--- src/rtl/dfp_pkg.sv ---
package dfp_pkg;
  // status byte bits 6..0, bit 7 reads zero
  typedef struct packed {
    logic req;
    logic dir;
    logic unf;
    logic ovf;
    logic not_empty;
    logic full;
    logic empty;
  } fifo_stat_t;

  localparam int unsigned STAT_W = $bits(fifo_stat_t);
endpackage

--- src/rtl/dfp_fifo_core.sv ---
module dfp_fifo_core #(
  parameter int unsigned DEPTH = 4,
  parameter int unsigned WIDTH = 8
) (
  input  logic             clk_i,
  input  logic             rst_ni,
  input  logic             flush_i,
  input  logic             push_i,
  input  logic             pop_i,
  input  logic             clr_sticky_i,
  input  logic [WIDTH-1:0] wdata_i,
  output logic [WIDTH-1:0] rdata_o,
  output logic             empty_o,
  output logic             full_o,
  output logic             ovf_o,
  output logic             unf_o
);
  localparam int unsigned PTR_W = (DEPTH > 1) ? $clog2(DEPTH) : 1;
  localparam int unsigned CNT_W = $clog2(DEPTH + 1);

  logic [WIDTH-1:0] mem_q [DEPTH];
  logic [PTR_W-1:0] wr_ptr_q, rd_ptr_q;
  logic [CNT_W-1:0] cnt_q;
  logic [WIDTH-1:0] last_q;
  logic             ovf_q, unf_q;
  logic             push_ok, pop_ok, ovf_set, unf_set;

  function automatic logic [PTR_W-1:0] ptr_inc(input logic [PTR_W-1:0] p);
    return (p == PTR_W'(DEPTH - 1)) ? '0 : p + 1'b1;
  endfunction

  assign empty_o = (cnt_q == '0);
  assign full_o  = (cnt_q == CNT_W'(DEPTH));
  assign rdata_o = empty_o ? last_q : mem_q[rd_ptr_q];

  // a pop in the same cycle frees the slot a full push needs
  assign push_ok = push_i && !flush_i && (!full_o || pop_i);
  assign pop_ok  = pop_i && !flush_i && !empty_o;
  assign ovf_set = push_i && !flush_i && full_o && !pop_i;
  assign unf_set = pop_i && !flush_i && empty_o;

  always_ff @(posedge clk_i or negedge rst_ni) begin
    if (!rst_ni) begin
      for (int k = 0; k < DEPTH; k++) mem_q[k] <= '0;
    end else if (push_ok) begin
      mem_q[wr_ptr_q] <= wdata_i;
    end
  end

  always_ff @(posedge clk_i or negedge rst_ni) begin
    if (!rst_ni) begin
      wr_ptr_q <= '0;
      rd_ptr_q <= '0;
      cnt_q    <= '0;
    end else if (flush_i) begin
      wr_ptr_q <= '0;
      rd_ptr_q <= '0;
      cnt_q    <= '0;
    end else begin
      if (push_ok) wr_ptr_q <= ptr_inc(wr_ptr_q);
      if (pop_ok)  rd_ptr_q <= ptr_inc(rd_ptr_q);
      case ({push_ok, pop_ok})
        2'b10:   cnt_q <= cnt_q + 1'b1;
        2'b01:   cnt_q <= cnt_q - 1'b1;
        default: cnt_q <= cnt_q;
      endcase
    end
  end

  always_ff @(posedge clk_i or negedge rst_ni) begin
    if (!rst_ni) begin
      last_q <= '0;
    end else if (pop_ok) begin
      last_q <= mem_q[rd_ptr_q];
    end
  end

  // set wins over a clear in the same cycle
  always_ff @(posedge clk_i or negedge rst_ni) begin
    if (!rst_ni) begin
      ovf_q <= 1'b0;
      unf_q <= 1'b0;
    end else begin
      if (ovf_set)           ovf_q <= 1'b1;
      else if (clr_sticky_i) ovf_q <= 1'b0;
      if (unf_set)           unf_q <= 1'b1;
      else if (clr_sticky_i) unf_q <= 1'b0;
    end
  end

  assign ovf_o = ovf_q;
  assign unf_o = unf_q;


  ovf_drop_chk: assert property (@(posedge clk_i) disable iff (!rst_ni)
    full_o && push_i && !pop_i && !flush_i |=> full_o && ovf_o);


  unf_flag_chk: assert property (@(posedge clk_i) disable iff (!rst_ni)
    empty_o && pop_i && !flush_i |=> unf_o && $stable(last_q));


  simul_cnt_chk: assert property (@(posedge clk_i) disable iff (!rst_ni)
    push_i && pop_i && !empty_o && !flush_i |=> $stable(cnt_q));


  flush_empty_chk: assert property (@(posedge clk_i) disable iff (!rst_ni)
    flush_i |=> empty_o);


  sticky_hold_chk: assert property (@(posedge clk_i) disable iff (!rst_ni)
    ovf_o && !clr_sticky_i |=> ovf_o);
endmodule

--- src/rtl/dfp_lane.sv ---
module dfp_lane
  import dfp_pkg::*;
#(
  parameter int unsigned DEPTH = 4,
  parameter int unsigned WIDTH = 8
) (
  input  logic             clk_i,
  input  logic             rst_ni,
  input  logic             dir_i,
  input  logic             host_wr_i,
  input  logic             host_rd_i,
  input  logic             stat_rd_i,
  input  logic [WIDTH-1:0] host_wdata_i,
  input  logic             dp_load_i,
  input  logic             dp_store_i,
  input  logic [WIDTH-1:0] acc_i,
  output logic [WIDTH-1:0] d_o,
  output logic [WIDTH-1:0] host_rdata_o,
  output fifo_stat_t       stat_o
);
  logic             dir_q, dir_chg;
  logic             push, pop;
  logic [WIDTH-1:0] wdata, rdata;
  logic             empty, full, ovf, unf;
  logic [WIDTH-1:0] d_q;

  always_ff @(posedge clk_i or negedge rst_ni) begin
    if (!rst_ni) dir_q <= 1'b0;
    else         dir_q <= dir_i;
  end

  assign dir_chg = dir_i ^ dir_q;

  // producer/consumer swap with the direction bit
  assign push  = dir_q ? dp_store_i : host_wr_i;
  assign wdata = dir_q ? acc_i      : host_wdata_i;
  assign pop   = dir_q ? host_rd_i  : dp_load_i;

  dfp_fifo_core #(.DEPTH(DEPTH), .WIDTH(WIDTH)) u_core (
    .clk_i       (clk_i),
    .rst_ni      (rst_ni),
    .flush_i     (dir_chg),
    .push_i      (push),
    .pop_i       (pop),
    .clr_sticky_i(stat_rd_i),
    .wdata_i     (wdata),
    .rdata_o     (rdata),
    .empty_o     (empty),
    .full_o      (full),
    .ovf_o       (ovf),
    .unf_o       (unf)
  );

  always_ff @(posedge clk_i or negedge rst_ni) begin
    if (!rst_ni) d_q <= '0;
    else if (!dir_q && !dir_chg && dp_load_i) d_q <= rdata;
  end

  assign d_o          = d_q;
  assign host_rdata_o = dir_q ? rdata : '0;

  always_comb begin
    stat_o.empty     = empty;
    stat_o.full      = full;
    stat_o.not_empty = !empty;
    stat_o.ovf       = ovf;
    stat_o.unf       = unf;
    stat_o.dir       = dir_q;
    stat_o.req       = dir_q ? !empty : !full;
  end


  ign_load_chk: assert property (@(posedge clk_i) disable iff (!rst_ni)
    dir_q && dp_load_i |=> $stable(d_q));


  ign_store_chk: assert property (@(posedge clk_i) disable iff (!rst_ni)
    !dir_q && !dir_chg && empty && dp_store_i && !host_wr_i |=> empty);
endmodule

--- src/rtl/dfp_host_if.sv ---
module dfp_host_if #(
  parameter int unsigned NUM_FIFO = 2,
  parameter int unsigned WIDTH    = 8,
  parameter int unsigned ADDR_W   = 2
) (
  input  logic                             host_valid_i,
  input  logic                             host_we_i,
  input  logic [ADDR_W-1:0]                host_addr_i,
  input  logic [NUM_FIFO-1:0][WIDTH-1:0]   data_rd_i,
  input  logic [NUM_FIFO-1:0][WIDTH-1:0]   stat_i,
  output logic [NUM_FIFO-1:0]              wr_o,
  output logic [NUM_FIFO-1:0]              rd_o,
  output logic [NUM_FIFO-1:0]              stat_rd_o,
  output logic [WIDTH-1:0]                 rdata_o
);
  logic rd_acc;
  assign rd_acc = host_valid_i && !host_we_i;

  for (genvar i = 0; i < NUM_FIFO; i++) begin : g_dec
    assign wr_o[i]      = host_valid_i && host_we_i && (host_addr_i == ADDR_W'(i));
    assign rd_o[i]      = rd_acc && (host_addr_i == ADDR_W'(i));
    assign stat_rd_o[i] = rd_acc && (host_addr_i == ADDR_W'(NUM_FIFO + i));
  end

  always_comb begin
    rdata_o = '0;
    for (int i = 0; i < NUM_FIFO; i++) begin
      if (rd_o[i])      rdata_o = data_rd_i[i];
      if (stat_rd_o[i]) rdata_o = stat_i[i];
    end
  end


  one_target_chk: assert final ($onehot0({wr_o, rd_o, stat_rd_o}));
endmodule

--- src/rtl/dfp_fifo_pair.sv ---
module dfp_fifo_pair
  import dfp_pkg::*;
#(
  parameter int unsigned NUM_FIFO = 2,
  parameter int unsigned DEPTH    = 4,
  parameter int unsigned WIDTH    = 8,
  localparam int unsigned ADDR_W  = $clog2(2 * NUM_FIFO)
) (
  input  logic                      clk_i,
  input  logic                      rst_ni,
  input  logic [NUM_FIFO-1:0]       dir_i,
  input  logic                      host_valid_i,
  input  logic                      host_we_i,
  input  logic [ADDR_W-1:0]         host_addr_i,
  input  logic [WIDTH-1:0]          host_wdata_i,
  output logic [WIDTH-1:0]          host_rdata_o,
  input  logic [NUM_FIFO-1:0]       dp_load_i,
  input  logic [NUM_FIFO-1:0]       dp_store_i,
  input  logic [NUM_FIFO*WIDTH-1:0] acc_i,
  output logic [NUM_FIFO*WIDTH-1:0] d_o,
  output logic [NUM_FIFO-1:0]       empty_o,
  output logic [NUM_FIFO-1:0]       full_o,
  output logic [NUM_FIFO-1:0]       not_empty_o,
  output logic [NUM_FIFO-1:0]       req_o,
  output logic [NUM_FIFO-1:0]       ovf_o,
  output logic [NUM_FIFO-1:0]       unf_o
);
  logic [NUM_FIFO-1:0]            wr, rd, stat_rd;
  logic [NUM_FIFO-1:0][WIDTH-1:0] data_rd, stat_byte;
  fifo_stat_t                     stat [NUM_FIFO];

  dfp_host_if #(.NUM_FIFO(NUM_FIFO), .WIDTH(WIDTH), .ADDR_W(ADDR_W)) u_host (
    .host_valid_i(host_valid_i),
    .host_we_i   (host_we_i),
    .host_addr_i (host_addr_i),
    .data_rd_i   (data_rd),
    .stat_i      (stat_byte),
    .wr_o        (wr),
    .rd_o        (rd),
    .stat_rd_o   (stat_rd),
    .rdata_o     (host_rdata_o)
  );

  for (genvar i = 0; i < NUM_FIFO; i++) begin : g_lane
    dfp_lane #(.DEPTH(DEPTH), .WIDTH(WIDTH)) u_lane (
      .clk_i       (clk_i),
      .rst_ni      (rst_ni),
      .dir_i       (dir_i[i]),
      .host_wr_i   (wr[i]),
      .host_rd_i   (rd[i]),
      .stat_rd_i   (stat_rd[i]),
      .host_wdata_i(host_wdata_i),
      .dp_load_i   (dp_load_i[i]),
      .dp_store_i  (dp_store_i[i]),
      .acc_i       (acc_i[i*WIDTH +: WIDTH]),
      .d_o         (d_o[i*WIDTH +: WIDTH]),
      .host_rdata_o(data_rd[i]),
      .stat_o      (stat[i])
    );

    assign stat_byte[i]   = WIDTH'(stat[i]);
    assign empty_o[i]     = stat[i].empty;
    assign full_o[i]      = stat[i].full;
    assign not_empty_o[i] = stat[i].not_empty;
    assign req_o[i]       = stat[i].req;
    assign ovf_o[i]       = stat[i].ovf;
    assign unf_o[i]       = stat[i].unf;
  end
endmodule

--- config.mk ---
export PLATFORM = sky130hd
export DESIGN_NAME = dfp_fifo_pair
export DESIGN_NICKNAME = d
export VERILOG_FILES = /design/src/rtl/dfp_pkg.sv /design/src/rtl/dfp_fifo_core.sv /design/src/rtl/dfp_lane.sv /design/src/rtl/dfp_host_if.sv /design/src/rtl/dfp_fifo_pair.sv
export SDC_FILE = /design/constraint.sdc
export NUM_CORES = 1
export LEC_CHECK = 0
export BUFFER_PORTS_ARGS = -buffer_cell sky130_fd_sc_hd__buf_2
export CORE_ASPECT_RATIO = 0.6
export CORE_MARGIN = 2
export CORE_UTILIZATION = 30
export CTS_CLUSTER_DIAMETER = 40
export DETAILED_ROUTE_END_ITERATION = 7
export GPL_TIMING_DRIVEN = 0
export PLACE_DENSITY_LB_ADDON = 0.15
export SLEW_MARGIN = 5
export SYNTH_ARGS = -nofsm -noshare
export SYNTH_HDL_FRONTEND = slang
export SYNTH_SLANG_ARGS = --single-unit
export TNS_END_PERCENT = 20
--- constraint.sdc ---
create_clock -name clk_i -period 3.6 [get_ports clk_i]
set_input_delay 0.36 -clock clk_i [delete_from_list [all_inputs] [get_ports clk_i]]
set_output_delay 0.36 -clock clk_i [all_outputs]
set_load 0.02 [all_outputs]
* Yosys cells after proc, flatten, opt, wreduce, memory -nomap -nowiden
Cells that the tools add are included.
** Word-level totals
- Register bits after elaboration :: 116
- Input bits :: 36
- Output and inout port bits :: 36
- Logic and storage cells :: 161
** Operators by class
- Add/subtract/negate cells :: 8
- Order comparisons :: 6
- Eq/ne operators :: 13
- Mux-type cells :: 50
- Bitwise logic cells :: 6
- Reductions and logical operators :: 54
** Operator list (count)
- $mux 8 :: 16
- $bwmux 32 :: 2
- $bmux 8 s2 :: 2
- $demux 8 s2 :: 2
- $logic_and 1x1->1 :: 28
- $mux 2 :: 12
- $eq 2x2->1 const B :: 8
- $reduce_bool 2->1 :: 8
- $ge 3x3->1 const B :: 4
- $mux 1 :: 12
- $not 2->3 :: 4
- $pmux 3 s2 :: 2
- $logic_not 1->1 :: 11
- $add 2x1->2 const B :: 4
- $add 3x1->3 const B :: 2
- $eq 2x1->1 const B :: 3
- $eq 3x3->1 const B :: 2
- $logic_not 3->1 :: 2
- $lt 3x1->1 const B :: 2
- $mux 3 :: 2
- $reduce_bool 3->1 :: 2
- $sub 3x1->3 const B :: 2
- $logic_not 2->1 :: 1
- $logic_or 1x1->1 :: 2
- $xor 1x1->1 :: 2

* Depth between registers and ports, before layout
- Word-level depth :: 10
- Gate-level depth with buffers :: 11
- Depth with buffers taken out :: 9

* Modules after synthesis
A second synthesis with hierarchy kept.
** Second synthesis, totals
- Cells, all modules :: 517
- Area, all modules :: 6373.6 µm²
** By module, submodules not included
- dfp_fifo_core (g_lane[0].u_lane.u_core) :: times used 1, cells each 174, area an instance 2463.6 µm², seq. area each 1226.2 µm²
- dfp_fifo_core (g_lane[1].u_lane.u_core) :: times used 1, cells each 181, area an instance 2408.6 µm², seq. area each 1226.2 µm²
- dfp_lane :: times used 2, cells each 48, area an instance 568.0 µm², seq. area each 225.2 µm²
- dfp_host_if :: times used 1, cells each 65, area an instance 361.6 µm², seq. area each 0.0 µm²
- dfp_fifo_pair :: times used 1, cells each 1, area an instance 3.8 µm², seq. area each 0.0 µm²

* Worst setup path after synthesis
Ideal clock, no wire load.
- Path type :: register to register
- Start point :: register g_lane[0].u_lane.dir_q
- End point :: register g_lane[0].u_lane.u_core.cnt_q[2]
- Setup time :: 0.078 ns
- Arrival :: 2.880 ns
- Required time :: 3.522 ns
- Path slack :: 0.641 ns
- Stages on the path, launching flop included :: 12
- Buffers on the path :: 3
- Clock period less this slack :: 2.959 ns
- Path through :: dfrtp_1 > clkbuf_1 > inv_1 > ha_1 > clkbuf_1 > nor3_2 > buf_2 > ha_1 > fa_1 > xnor2_1 > or3_1 > a21oi_1
** On the way
- Word-level cells in the longest chain between the ends :: 7
- Elaborated cells on any way between the ends :: 14
- Those cells by class :: eq/ne (2); mux (4); bitwise (1); reduce/logical (7)
** Ends and longest elaborated chain
- from (decl) :: RTL line dfp_lane.sv:21 : logic dir_q, dir_chg;
- from (signal assigned) :: RTL line dfp_lane.sv:29 : else dir_q <= dir_i;
- $xor 1x1->1 :: RTL line dfp_lane.sv:32 : assign dir_chg = dir_i ^ dir_q;
- $logic_not 1->1 :: RTL line dfp_fifo_core.sv:38 : assign pop_ok = pop_i && !flush_i && !empty_o;
- $logic_and 1x1->1 * (2 in a row) :: RTL line dfp_fifo_core.sv:38
- net g_lane[0].u_lane.u_core.pop_ok :: RTL line dfp_fifo_core.sv:26 : logic push_ok, pop_ok, ovf_set, unf_set;
- $eq 2x1->1 / $eq 2x2->1 (equally long branches) :: RTL line dfp_fifo_core.sv:62 : case ({push_ok, pop_ok})
- $pmux 3 s2 :: RTL line dfp_fifo_core.sv:62
- $mux 3 :: RTL line dfp_fifo_core.sv:55 : end else if (flush_i) begin
- to (signal assigned) :: RTL line dfp_fifo_core.sv:63 : 2'b10: cnt_q <= cnt_q + 1'b1;
- to (signal assigned) :: RTL line dfp_fifo_core.sv:64 : 2'b01: cnt_q <= cnt_q - 1'b1;
- to (signal assigned) :: RTL line dfp_fifo_core.sv:65 : default: cnt_q <= cnt_q;
- to (decl) :: RTL line dfp_fifo_core.sv:23 : logic [CNT_W-1:0] cnt_q;
Mark *: on every way through the listed nets, which the timed path passes. The rest lies on a longest branch.
A chain may end at the register's enable or synchronous reset.

* Worst setup path after layout
Same ends and word-level chain as after synthesis.

==> metrics.txt <==
final hold viol count 0; cell count after synthesis 469; Layout Cells excl Fill 845; Cell Area, Placed 6822 µm²; largest net degree at the start of global routing 94; hold_ws 0.06076 ns; All-Layer GR Usage 0.1589; Crit path largest cell delay 0.46 ns; Crit Path Category flip-flop to flip-flop; DIE WIDTH 188.1 µm; share of the clock period used by the worst path 0.9075; syn_area_per_cell 13.01 µm²; grt ovf 0; row count 40; initial antenna violation count 0; Detailed Routing Iterations Pass 1 4; DP Worst Slack -0.2104 ns; first-pass GRT wire length 25230 µm; Detailed Place HPWL 11710 µm; Placer Congestion 0.7737; RSZ-0062 raised after global routing no; CP max stage cell dfrtp_1; Root Buffer clkbuf_16; area occupied by multi-input gates 2879 µm²; arrival time at the worst endpoint 3.61 ns; Cells after DPL 812; worst setup margin 0.3329 ns; Leak 3.412 nW; Critical Path RT 3.94 ns; crit-path cells clkbuf_2, inv_1, ha_1, clkbuf_2, nor3_2, buf_2, ha_1, fa_1, xnor2_1, or3_1, a21oi_1; Slew @ Worst Pin 0.6275 ns; Hold Crit Class input pin to flip-flop; crit-path max FO 10; fin nets 611; share of cells above drive strength 1 0.3689; Final Cell Area 7447 µm²; minimum clock period 3.267 ns; CTS clk-pin slew, worst paths 0.06 ns; number of port buffers 69; Primary FF master, synth dfrtp_1; Yosys reg bits 116; Boundary Pins 72; Ant. Diodes 0; Slew headroom 0.5817; Post-Route WL 15890 µm; Worst setup SP type flip-flop; die area 21530 µm²; VDD IR max 0.0003524 V; Max Buffers Root-to-Sink 2; vias 4018; drt wl/cell 18.80 µm; TritonCTS Buffers 17; total power 4.643 mW; sequential share of the synthesized area 0.4758; Post-synth EDFFs 0; Post-Syn Area 6101 µm²; Yosys cell types 52; filler instances 1933; CTS tree built; Setup Viol. Count Final 0; htree depth 4; area grow syn2layout 22.07%; FF/Latch Area 2903 µm²; PD cells 623.5 nW/µm²; DRT antenna net count 0; status finished, final reports clean; async set-reset flop share out of synthesis 1.000; crit end category flip-flop; Residual DRC 0; Sink Count 116; Yosys warnings 0; Starting Density 0.3055; skew final 0.009555 ns; Vias/cell 4.755; Fmax achieved 306.1 MHz; core area 19970 µm²; fin util 0.3729; Mapped Nets 521; vias in the first global route 4190; DRT iter0 DRCs 235; Max-cap violations 0; fin. max-slew vios 0; setup TNS 0 ns; Clock Latency Late Sink 0.42 ns; Die Y 114.5 µm
[repair_timing]
action                                 CTS  global route
endpoints found under the hold margin   23             0
buffers inserted                         0             0
setup endpoints to repair                2             1
gates resized for setup                  1             2
hold buffers                             1             0
[synth_stat cells (all sizes together) (4+ instances only)]
library cell / n / share of area
dfrtp: 116 / 0.48
mux2: 97 / 0.20
nor2: 42 / 0.026
buf: 25 / 0.038
nand2: 25 / 0.015
mux2i: 17 / 0.028
a21oi: 16 / 0.013
mux4: 16 / 0.059
ha: 14 / 0.029
inv: 14 / 0.0086
and2: 11 / 0.013
clkbuf: 10 / 0.0062
a31oi: 6 / 0.0062
o21ai: 6 / 0.0049
nand2b: 5 / 0.0051
or3: 5 / 0.0051
nor3: 4 / 0.0041
[cell usage in the layout (no fill, tap or decap), drive strengths merged, types with 4 or more instances in the layout]
| master | count |
|---|---|
| a21oi | 16 |
| a31oi | 6 |
| and2 | 11 |
| buf | 95 |
| clkbuf | 28 |
| clkinvlp | 4 |
| dfrtp | 116 |
| ha | 14 |
| inv | 18 |
| mux2 | 97 |
| mux2i | 17 |
| mux4 | 16 |
| nand2 | 25 |
| nand2b | 5 |
| nor2 | 42 |
| nor3 | 4 |
| o21ai | 6 |
| or3 | 5 |
[kinds of logic after synthesis]
logic type | after synthesis | share of synthesized area
AND/OR/NAND/NOR | 101 | 0.08060
multiplexers | 130 | 0.2857
adder cells (fa/ha/maj) | 16 | 0.03528
XOR/XNOR | 6 | 0.008615
AO/OA/AOI/OAI | 51 | 0.06174
flip-flops | 116 | 0.4758
buffers and inverters | 49 | 0.05230
[report_power, final]
group	internal, mW	switching (mW)	total, mW
sequential	1.61	0.175	1.79
clock	1.11	0.667	1.78
combinational	0.491	0.587	1.08
total	3.21	1.43	4.64
[state kept, by name (all words and copies together) (netlist names), 4 cells and up]
| name | count |
|---|---|
| g_lane.u_lane.d_o | 16 |
| g_lane.u_lane.u_core.cnt_q | 6 |
| g_lane.u_lane.u_core.last_q | 16 |
| g_lane.u_lane.u_core.mem_q | 64 |
| g_lane.u_lane.u_core.rd_ptr_q | 4 |
| g_lane.u_lane.u_core.wr_ptr_q | 4 |
[worst max-delay path: cells and delay by family (launching register included)]
family	cells	cell delay, ns
adder cells (fa/ha/maj)	3	0.81
XOR/XNOR	1	0.08
buffers and inverters	4	1.03
AND/OR/NAND/NOR	2	0.68
AO/OA/AOI/OAI	1	0.14
flip-flops	1	0.46
[metal layers]
metal | GRT usage | share of wire
met3 | 0.04107 | 0.062
met2 | 0.2059 | 0.38
met4 | 0.04934 | 0.0096
met1 | 0.2507 | 0.55
met5 | 0 | 0
[path summary, 6_finish.rpt]
check,from,end,slack (ns),cells past startpoint
min in group asynchronous,rst_ni,g_lane[0].u_lane.u_core.cnt_q[1],0.37,2
hold / removal,dir_i[0],g_lane[0].u_lane.dir_q,0.06,1
setup reg to reg,g_lane[0].u_lane.dir_q,g_lane[0].u_lane.u_core.cnt_q[2],0.33,11
hold reg to reg,g_lane[0].u_lane.u_core.last_q[5],g_lane[0].u_lane.u_core.last_q[5],0.48,1
max in group asynchronous,rst_ni,g_lane[0].u_lane.u_core.mem_q[0],2.49,3
setup / recovery,g_lane[0].u_lane.dir_q,g_lane[0].u_lane.u_core.cnt_q[2],0.33,11
[layout make-up]
type / count / share of cell area
flip-flops and latches: 116 / 0.3898
multi-input cells: 304 / 0.3866
clock buffers: 18 / 0.05897
repair buffers: 71 / 0.05225
well taps: 273 / 0.04587
plain buffers: 35 / 0.03612
clock inverters: 14 / 0.02335
inverters: 14 / 0.007056
(Power assumes the default switching activity.)
